### config.mk
export PLATFORM = sky130hd
export DESIGN_NAME = sio_dual_regs
export DESIGN_NICKNAME = d
export VERILOG_FILES = /design/src/rtl/sio_regs_pkg.sv /design/src/rtl/sio_decode.sv /design/src/rtl/sio_chan.sv /design/src/rtl/sio_timer.sv /design/src/rtl/sio_dual_regs.sv
export SDC_FILE = /design/constraint.sdc
export NUM_CORES = 1
export LEC_CHECK = 0
export BUFFER_PORTS_ARGS = -buffer_cell sky130_fd_sc_hd__buf_2
export CAP_MARGIN = 20
export CORE_ASPECT_RATIO = 1.1
export CORE_MARGIN = 4
export CORE_UTILIZATION = 60
export DETAILED_ROUTE_END_ITERATION = 8
export GPL_ROUTABILITY_DRIVEN = 0
export PLACE_DENSITY = 0.8
export RECOVER_POWER = 50
export SYNTH_ARGS = -nofsm -noshare
export SYNTH_HDL_FRONTEND = slang
export SYNTH_SLANG_ARGS = --single-unit
### constraint.sdc
create_clock -name clk -period 4.9 [get_ports clk]
set_input_delay 0.49 -clock clk [delete_from_list [all_inputs] [get_ports clk]]
set_output_delay 0.49 -clock clk [all_outputs]
set_load 0.05 [all_outputs]
### src/rtl/sio_regs_pkg.sv
package sio_regs_pkg;

   // Offsets whose meaning the surrounding software depends on
   localparam logic [3:0] OFF_CHAN_STAT = 4'h3;   // rd: status, wr: clock setting
   localparam logic [3:0] OFF_IRQ_MASK  = 4'h5;   // wr only
   localparam logic [3:0] OFF_CHAN_DATA = 4'h7;   // rd: rx byte, wr: tx byte
   localparam logic [3:0] OFF_IRQ_STAT  = 4'hB;   // rd only
   localparam logic [3:0] OFF_TMR_HI    = 4'hC;   // rd: count hi, wr: preload hi
   localparam logic [3:0] OFF_TMR_LO    = 4'hD;   // rd: count lo, wr: preload lo
   localparam logic [3:0] OFF_TMR_GO    = 4'hE;   // wr: load and start
   localparam logic [3:0] OFF_TMR_HALT  = 4'hF;   // wr: stop and clear flag

   // Channel status bit positions
   localparam int ST_RX_READY = 0;
   localparam int ST_RX_FULL  = 1;
   localparam int ST_TX_READY = 2;
   localparam int ST_TX_EMPTY = 3;

   // Interrupt status bit positions
   localparam int IS_TX_READY = 0;
   localparam int IS_RX_READY = 1;
   localparam int IS_TIMER    = 3;

   // Decoded single-cycle access strobes
   typedef struct packed {
      logic rd_any;
      logic rd_data;
      logic wr_data;
      logic wr_mask;
      logic wr_pre_hi;
      logic wr_pre_lo;
      logic wr_go;
      logic wr_halt;
   } sio_strobe_t;

endpackage

### src/rtl/sio_decode.sv
module sio_decode
   import sio_regs_pkg::*;
#(
   parameter int ADDR_W = 4
) (
   input  logic              sel,
   input  logic              wr,
   input  logic [ADDR_W-1:0] addr,
   output sio_strobe_t       stb
);

   logic rd_en;
   logic wr_en;

   assign rd_en = sel & ~wr;
   assign wr_en = sel & wr;

   always_comb begin
      stb           = '0;
      stb.rd_any    = rd_en;
      stb.rd_data   = rd_en & (addr == OFF_CHAN_DATA);
      stb.wr_data   = wr_en & (addr == OFF_CHAN_DATA);
      stb.wr_mask   = wr_en & (addr == OFF_IRQ_MASK);
      stb.wr_pre_hi = wr_en & (addr == OFF_TMR_HI);
      stb.wr_pre_lo = wr_en & (addr == OFF_TMR_LO);
      stb.wr_go     = wr_en & (addr == OFF_TMR_GO);
      stb.wr_halt   = wr_en & (addr == OFF_TMR_HALT);
   end

endmodule

### src/rtl/sio_chan.sv
module sio_chan #(
   parameter int DATA_W = 8
) (
   input  logic              clk,
   input  logic              rst_n,
   input  logic              wr_tx,
   input  logic              rd_rx,
   input  logic [DATA_W-1:0] wdata,
   input  logic              rx_valid,
   input  logic [DATA_W-1:0] rx_data,
   input  logic              tx_ack,
   output logic              tx_valid,
   output logic [DATA_W-1:0] tx_data,
   output logic [DATA_W-1:0] rx_byte,
   output logic              rx_ready,
   output logic              rx_full
);

   logic              tx_busy;
   logic [DATA_W-1:0] tx_hold;

   // Receive side: arrival takes precedence over a same-cycle read
   always_ff @(posedge clk or negedge rst_n) begin
      if (!rst_n) begin
         rx_byte  <= '0;
         rx_ready <= 1'b0;
         rx_full  <= 1'b0;
      end else if (rx_valid) begin
         rx_byte  <= rx_data;
         rx_ready <= 1'b1;
         rx_full  <= rx_ready & ~rd_rx;
      end else if (rd_rx) begin
         rx_ready <= 1'b0;
         rx_full  <= 1'b0;
      end
   end

   // Transmit side: one byte in flight, new writes dropped while busy
   always_ff @(posedge clk or negedge rst_n) begin
      if (!rst_n) begin
         tx_busy <= 1'b0;
         tx_hold <= '0;
      end else if (!tx_busy) begin
         if (wr_tx) begin
            tx_busy <= 1'b1;
            tx_hold <= wdata;
         end
      end else if (tx_ack) begin
         tx_busy <= 1'b0;
      end
   end

   assign tx_valid = tx_busy;
   assign tx_data  = tx_hold;

endmodule

### src/rtl/sio_timer.sv
module sio_timer #(
   parameter int DATA_W  = 8,
   parameter int TIMER_W = 16
) (
   input  logic               clk,
   input  logic               rst_n,
   input  logic               tick,
   input  logic               wr_pre_hi,
   input  logic               wr_pre_lo,
   input  logic               go,
   input  logic               halt,
   input  logic [DATA_W-1:0]  wdata,
   output logic [TIMER_W-1:0] count,
   output logic               running,
   output logic               flag
);

   localparam int HI_W = TIMER_W - DATA_W;
   localparam logic [TIMER_W-1:0] ONE = TIMER_W'(1);

   logic [TIMER_W-1:0] preload;

   always_ff @(posedge clk or negedge rst_n) begin
      if (!rst_n) begin
         preload <= '0;
      end else begin
         if (wr_pre_hi) preload[TIMER_W-1:DATA_W] <= wdata[HI_W-1:0];
         if (wr_pre_lo) preload[DATA_W-1:0]       <= wdata;
      end
   end

   always_ff @(posedge clk or negedge rst_n) begin
      if (!rst_n) begin
         count   <= '0;
         running <= 1'b0;
         flag    <= 1'b0;
      end else if (go) begin
         count   <= preload;
         running <= 1'b1;
      end else if (halt) begin
         running <= 1'b0;
         flag    <= 1'b0;
      end else if (running && tick) begin
         count <= count - ONE;
         if (count == ONE) flag <= 1'b1;
      end
   end

endmodule

### src/rtl/sio_dual_regs.sv
module sio_dual_regs
   import sio_regs_pkg::*;
#(
   parameter int ADDR_W  = 4,
   parameter int DATA_W  = 8,
   parameter int TIMER_W = 16,
   parameter bit RD_PIPE = 1'b0
) (
   input  logic              clk,
   input  logic              rst_n,
   input  logic              bus_sel,
   input  logic              bus_wr,
   input  logic [ADDR_W-1:0] bus_addr,
   input  logic [DATA_W-1:0] bus_wdata,
   output logic [DATA_W-1:0] bus_rdata,
   input  logic              tick_en,
   output logic [DATA_W-1:0] tx_data,
   output logic              tx_valid,
   input  logic              tx_ack,
   input  logic [DATA_W-1:0] rx_data,
   input  logic              rx_valid,
   output logic              irq
);

   localparam int HI_W = TIMER_W - DATA_W;

   // Elaboration-time parameter checks
   generate
      if (ADDR_W != 4) begin : g_bad_addr
         $error("sio_dual_regs: ADDR_W must be 4");
      end
      if (DATA_W < 4) begin : g_bad_data
         $error("sio_dual_regs: DATA_W must be at least 4");
      end
      if (TIMER_W <= DATA_W || TIMER_W > 2 * DATA_W) begin : g_bad_tmr
         $error("sio_dual_regs: TIMER_W must span two data bytes");
      end
   endgenerate

   sio_strobe_t        stb;
   logic [DATA_W-1:0]  rx_byte_w;
   logic               rx_ready_w;
   logic               rx_full_w;
   logic [TIMER_W-1:0] tmr_cnt_w;
   logic               tmr_run_w;
   logic               tmr_flag_w;
   logic [DATA_W-1:0]  irq_mask;
   logic [DATA_W-1:0]  chan_stat;
   logic [DATA_W-1:0]  irq_stat;
   logic [DATA_W-1:0]  rd_mux;

   sio_decode #(.ADDR_W(ADDR_W)) u_dec (
      .sel  (bus_sel),
      .wr   (bus_wr),
      .addr (bus_addr),
      .stb  (stb)
   );

   sio_chan #(.DATA_W(DATA_W)) u_chan_a (
      .clk      (clk),
      .rst_n    (rst_n),
      .wr_tx    (stb.wr_data),
      .rd_rx    (stb.rd_data),
      .wdata    (bus_wdata),
      .rx_valid (rx_valid),
      .rx_data  (rx_data),
      .tx_ack   (tx_ack),
      .tx_valid (tx_valid),
      .tx_data  (tx_data),
      .rx_byte  (rx_byte_w),
      .rx_ready (rx_ready_w),
      .rx_full  (rx_full_w)
   );

   sio_timer #(.DATA_W(DATA_W), .TIMER_W(TIMER_W)) u_tmr (
      .clk       (clk),
      .rst_n     (rst_n),
      .tick      (tick_en),
      .wr_pre_hi (stb.wr_pre_hi),
      .wr_pre_lo (stb.wr_pre_lo),
      .go        (stb.wr_go),
      .halt      (stb.wr_halt),
      .wdata     (bus_wdata),
      .count     (tmr_cnt_w),
      .running   (tmr_run_w),
      .flag      (tmr_flag_w)
   );

   always_ff @(posedge clk or negedge rst_n) begin
      if (!rst_n)           irq_mask <= '0;
      else if (stb.wr_mask) irq_mask <= bus_wdata;
   end

   always_comb begin
      chan_stat              = '0;
      chan_stat[ST_RX_READY] = rx_ready_w;
      chan_stat[ST_RX_FULL]  = rx_full_w;
      chan_stat[ST_TX_READY] = ~tx_valid;
      chan_stat[ST_TX_EMPTY] = ~tx_valid;

      irq_stat               = '0;
      irq_stat[IS_TX_READY]  = ~tx_valid;
      irq_stat[IS_RX_READY]  = rx_ready_w;
      irq_stat[IS_TIMER]     = tmr_flag_w;
   end

   assign irq = |(irq_stat & irq_mask);

   always_comb begin
      rd_mux = '0;
      if (stb.rd_any) begin
         unique case (bus_addr)
            OFF_CHAN_STAT: rd_mux = chan_stat;
            OFF_CHAN_DATA: rd_mux = rx_byte_w;
            OFF_IRQ_STAT:  rd_mux = irq_stat;
            OFF_TMR_HI:    rd_mux = DATA_W'(tmr_cnt_w[TIMER_W-1 -: HI_W]);
            OFF_TMR_LO:    rd_mux = tmr_cnt_w[DATA_W-1:0];
            default:       rd_mux = '0;
         endcase
      end
   end

   // Read data path variant
   generate
      if (RD_PIPE) begin : g_rd_flop
         logic [DATA_W-1:0] rd_q;
         always_ff @(posedge clk or negedge rst_n) begin
            if (!rst_n) rd_q <= '0;
            else        rd_q <= rd_mux;
         end
         assign bus_rdata = rd_q;
      end else begin : g_rd_comb
         assign bus_rdata = rd_mux;
      end
   endgenerate

endmodule

After elaboration in Yosys (flattened, before gate mapping)
Index checks and enable logic that the tools add are counted.
{"block": "totals", "word_cells": 63, "in_bits": 27, "regBits": 61, "out_inout_bits": 18}
{"block": "classes", "add_sub_neg": 1, "n_reduce_logical": 10, "bitwise_logic": 15, "mux": 16, "eq_ne": 10}
{"cell": "$mux W16", "count": 3}
{"cell": "$pmux W8 S5", "count": 1}
{"cell": "$eq A4 B4 Y1 const B", "count": 5}
{"cell": "$eq A16 B1 Y1 const B", "count": 1}
{"cell": "$sub A16 B1 Y16 const B", "count": 1}
{"cell": "$mux W1", "count": 11}
{"cell": "$and A1 B1 Y1", "count": 10}
{"cell": "$reduce_bool A2 Y1", "count": 5}
{"cell": "$and A4 B8 Y8", "count": 1}
{"cell": "$eq A4 B3 Y1 const B", "count": 2}
{"cell": "$mux W8", "count": 1}
{"cell": "$reduce_or A8 Y1", "count": 1}
{"cell": "$eq A4 B2 Y1 const B", "count": 1}
{"cell": "$not A1 Y1", "count": 4}
{"cell": "$reduce_and A2 Y1", "count": 2}
{"cell": "$reduce_and A3 Y1", "count": 1}
{"cell": "$ne A2 B1 Y1 const B", "count": 1}
{"cell": "$logic_and A1 B1 Y1", "count": 1}

Depth between registers and ports, before layout
{"block": "depth", "word_depth": 6, "mapped_depth": 7, "mapped_depth_nobuf": 6}

Modules after synthesis
A second synthesis with hierarchy kept.
{"block": "hier_totals", "cells_unflattened": 280, "area_unflattened_um2": 3106.7}
{"module": "sio_timer", "area_each_um2": 1635.3, "n_inst": 1, "seq_area_each_um2": 850.8, "cells_per_inst": 148}
{"module": "sio_chan", "area_each_um2": 744.5, "n_inst": 1, "seq_area_each_um2": 475.5, "cells_per_inst": 44}
{"module": "sio_dual_regs", "area_each_um2": 623.1, "n_inst": 1, "seq_area_each_um2": 75.1, "cells_per_inst": 74}
{"module": "sio_decode", "area_each_um2": 103.8, "n_inst": 1, "seq_area_each_um2": 0.0, "cells_per_inst": 14}

Least setup slack after synthesis
Ideal clock, no wire load.
{"block": "synth_timing", "kind": "input-to-output", "from": "input bus_addr[3]", "to": "output bus_rdata[0]", "stages": 5, "t_required_ns": 4.410, "n_path_buf": 1, "slack_ns": 2.199, "t_arrival_ns": 2.211, "path_cell_list": "clkbuf_1 > nand3b_1 > nor2_1 > a22oi_1 > a21oi_1"}
{"block": "synth_between", "elab_chain_cells": 3, "elab_cells_between_ends": 7, "classes_between": "5 x eq/ne; 2 x mux"}
{"item": "start: declaration", "line": "sio_dual_regs.sv:13", "text": "input logic [ADDR_W-1:0] bus_addr,"}
{"item": "$eq A4 B4 Y1 (tied with other cells)", "line": "sio_dual_regs.sv:112", "text": "unique case (bus_addr)"}
{"item": "$pmux W8 S5 *", "line": "sio_dual_regs.sv:112"}
{"item": "$mux W8 *", "line": "sio_dual_regs.sv:111", "text": "if (stb.rd_any) begin"}
{"item": "end: declaration", "line": "sio_dual_regs.sv:15", "text": "output logic [DATA_W-1:0] bus_rdata,"}
Every way passes the cells marked *; elsewhere a longest branch is shown, timed or not.

==> run summary <==
For the row count, the log shows 26. The detailed router finished its first iteration with 396 violations. Number of hold violations in the final report: 0. The area growth from synthesis to layout is 10.9%. For this design the static power due to leakage is 1.44 nW.

For this run the aggregate overflow at the end of global routing stands at 0. After clock tree synthesis, the flow added hold-fix buffers numbering 0. The delay contributed by the slowest stage of the critical path was 2.06 ns; the count of clock tree sinks was 56. Number of remaining DRC errors: 0.

The min-delay analysis places its worst path in the category input pin to flip-flop. STA puts the critical path data required time at 4.70 ns. The number of synthesized flops with an enable pin is 0. The logs give 0 for the synthesis warning total and 0.00332 mm^2 for the cell area after layout. For the global-route wire length before repair, the log shows 12000 um.

Leaving out fill and tap cells, the most frequent cells in the layout are 56 x dfrtp_1, 43 x buf_2, 36 x mux2_2. Clock latency on the worst-skew pair, taken at its later pin, is 0.31 ns. The die is 75.4 um wide.

The final cycle utilization of the critical path works out to 58.2%. For this design the ratio of total power to cell area is 426 mW/mm^2. In this run the critical register-to-register path is launched from u_tmr.count[0]. STA classifies the critical path endpoint as an async pin. The signal on the critical path passes through buf_2 -> clkbuf_1. For the area used by multi-input combinational logic, the log shows 0.00148 mm^2.

In this run the tightest slew margin relative to its limit is -94.8%. The final core utilization was 70.0%; the worst-case setup margin in the final layout was 2.05 ns. Setup violations remaining at the end of the flow were counted as 0.

Type of the setup path with the least slack: input pin to async pin. In the final timing run, aggregate negative setup slack is 0 ns. The synthesized netlist net count was 309; the maximum resistive drop on vdd was 0.000231 V. First-pass iteration count of the detailed router: 6.

Number of setup buffers added after CTS: 0. For this run, asynchronously set or reset flops after synthesis account for 100%. The logs give 280 for the synthesized netlist cell count and 351 MHz for the maximum clock frequency. The share of the Yosys chip area taken by registers is 46.8%. Placement-stage worst setup slack: 2.18 ns.

For the pin with the worst max-slew slack, the measured transition is 2.92 ns. Dominant register cell in the synthesized netlist: dfrtp_1. Register clock-pin slew on the reported worst setup and hold paths: 0.10 ns.

Among all stages on the critical path, the largest delay is contributed by clkbuf_1. The maximum fanout along the worst path was 56. Wires add up to 7340 um. The number of cells on the worst reg-to-reg path is 6.

TritonCTS built the clock tree. The area of the die is 0.00619 mm^2. The flip-flop and latch count after synthesis came out at 56.

Between clock sinks in the finished design, the worst skew comes to 0.00614 ns. Dividing the detail-routed via count by the number of cells gives 6.65. The logs give 51 for the number of unique standard cell types used by synthesis and 1 for the number of max-cap violations. After floorplanning, the core was sized to cover 0.00475 mm^2.

The buffering stage count on the worst path with inverters included came out at 2. The checks that failed: max-capacitance violations, max-slew violations. Registers take 0.00140 mm^2. Entering global routing, the biggest net connects 57 pins.

The H-tree depth reported by CTS was 2. The root buffer cell chosen for the clock tree is clkbuf_8. In this run the most critical hold path is launched from rx_data[2].

The top-area cell type share of the netlist area works out to 46.8%. Number of instances resized during post-cts repair: 0. By area the synthesized netlist is led by dfrtp_1 47%, mux2_2 14%, nor2_1 2.5%. Counting the buffers created by CTS gives 5. Port buffer count: 44. Broken down by cell family, the worst path's largest delay share belongs to buffers and inverters. 45 I/O pins were placed. On the final layout, the worst hold slack is 0.397 ns. Cells with a size suffix above 1 make up 30.4% of the layout. Global routing used 25.7% of the available tracks across all layers. Per-instance average area after synthesis: 10.7 um^2.

The tools report the post-layout total power as 1.42 mW. The endpoint of the worst hold path was u_chan_a.rx_byte[2]. The number of antenna diodes in the final layout is 0.

Number of vias in the routed layout: 2495. The setup slack of the most critical reg-to-reg path is 2.41 ns. Fill cell total of the finished layout: 371. The number of global-route vias before repair is 2420. The library cell used most frequently in the layout, excluding fill and tap cells, is dfrtp_1.

The post-route minimum period was 2.85 ns. The number of instances on the worst hold path came out at 2. The synthesized cell area was 0.00300 mm^2; the layout net count was 347. The count of cells in the finished layout, fillers not included, comes to 375. The die extent in y was 82.1 um. Cell taking the most area after synthesis: dfrtp_1. The placed wire-length estimate was 5300 um. The initial core utilization was 63.1%. Count of pins over their slew limit: 57. In this run the cell area measured after placement is 0.00322 mm^2. Setup repair after global routing left no endpoint under its margin.

Data on the critical path arrives at its endpoint at 2.65 ns. No sink is reached through more buffers than the 2 on the longest clock path. Once detail routing completed, the nets flagged for antenna violations numbered 0.

After detailed routing, the average wire length per cell comes to 19.6 um. The tools report the initial antenna violation count as 0. The tools report the worst flop-to-flop path endpoint as u_tmr.count[14]. The run finished, with violations left. The type of origin of the critical path was an input pin.

Once placement completed, the tool counted placed cells totaling 367.
sequential cells by signal (all words and copies together) (netlist names):
signal             cells
u_tmr.flag             1
u_chan_a.rx_full       1
u_tmr.running          1
u_chan_a.tx_data       8
u_chan_a.rx_byte       8
u_chan_a.rx_ready      1
u_tmr.count           16
irq_mask               3
u_tmr.preload         16
u_chan_a.tx_valid      1
worst max-delay path by stage:
stage / from / depth (start not counted) / slack [ns] / endpoint
final: rst_n / 2 / 2.05 / u_tmr.preload[11]
after global routing: rst_n / 2 / 1.36 / u_tmr.preload[4]
after CTS: bus_addr[3] / 6 / 2.16 / bus_rdata[1]
after detailed placement: bus_addr[3] / 6 / 2.18 / bus_rdata[1]
after global placement: bus_addr[3] / 6 / 2.27 / bus_rdata[1]
after floorplan: bus_addr[3] / 5 / 2.20 / bus_rdata[0]
per-layer routing:
| metal | track usage [%] | part of all wire [%] | up-vias |
|---|---|---|---|
| met1 | 34.3 | 41 | 1206 |
| met5 | 0 | 0 | - |
| li1 | - | - | 1137 |
| met2 | 41.4 | 48 | 133 |
| met3 | 4.96 | 8.7 | 19 |
| met4 | 9.97 | 2.2 | 0 |
logic make-up after synthesis:
logic type,share of synthesized area [%]
mux,14.5
buf+inv,3.68
simple gates,17.0
compound gates,17.1
flops,46.8
fa+ha+maj,0.835
cells in the mapped netlist (all sizes together), types with 2 or more instances:
cell / n
dfrtp: 56
mux2: 36
nor2: 20
o21ai: 13
a21oi: 11
clkbuf: 11
nand2: 11
nor3: 10
a22oi: 7
and2: 7
inv: 7
a211oi: 6
nor2b: 6
nor4: 6
a222oi: 5
nand3: 5
o211ai: 5
o22a: 5
or3: 5
buf: 4
nand4: 4
o2bb2ai: 4
a2bb2oi: 3
a41oi: 3
mux2i: 3
nor3b: 3
o22ai: 3
a21o: 2
and3: 2
ha: 2
nand2b: 2
nand4b: 2
report_power, final:
group          switching, mW  leakage, nW  internal [mW]
Combinational          0.238        0.691          0.169
Sequential             0.132        0.696          0.567
Clock                  0.157       0.0558          0.155
layout make-up:
type                    count  share of cell area (%)
multi-input cells         202                    44.7
well taps                  56                    2.11
repair buffers             46                    6.93
clock inverters             2                    1.17
flip-flops and latches     56                    42.2
clock buffers               6                    2.18
inverters                   7                   0.791
No activity file was read; power rests on OpenSTA's default activity.
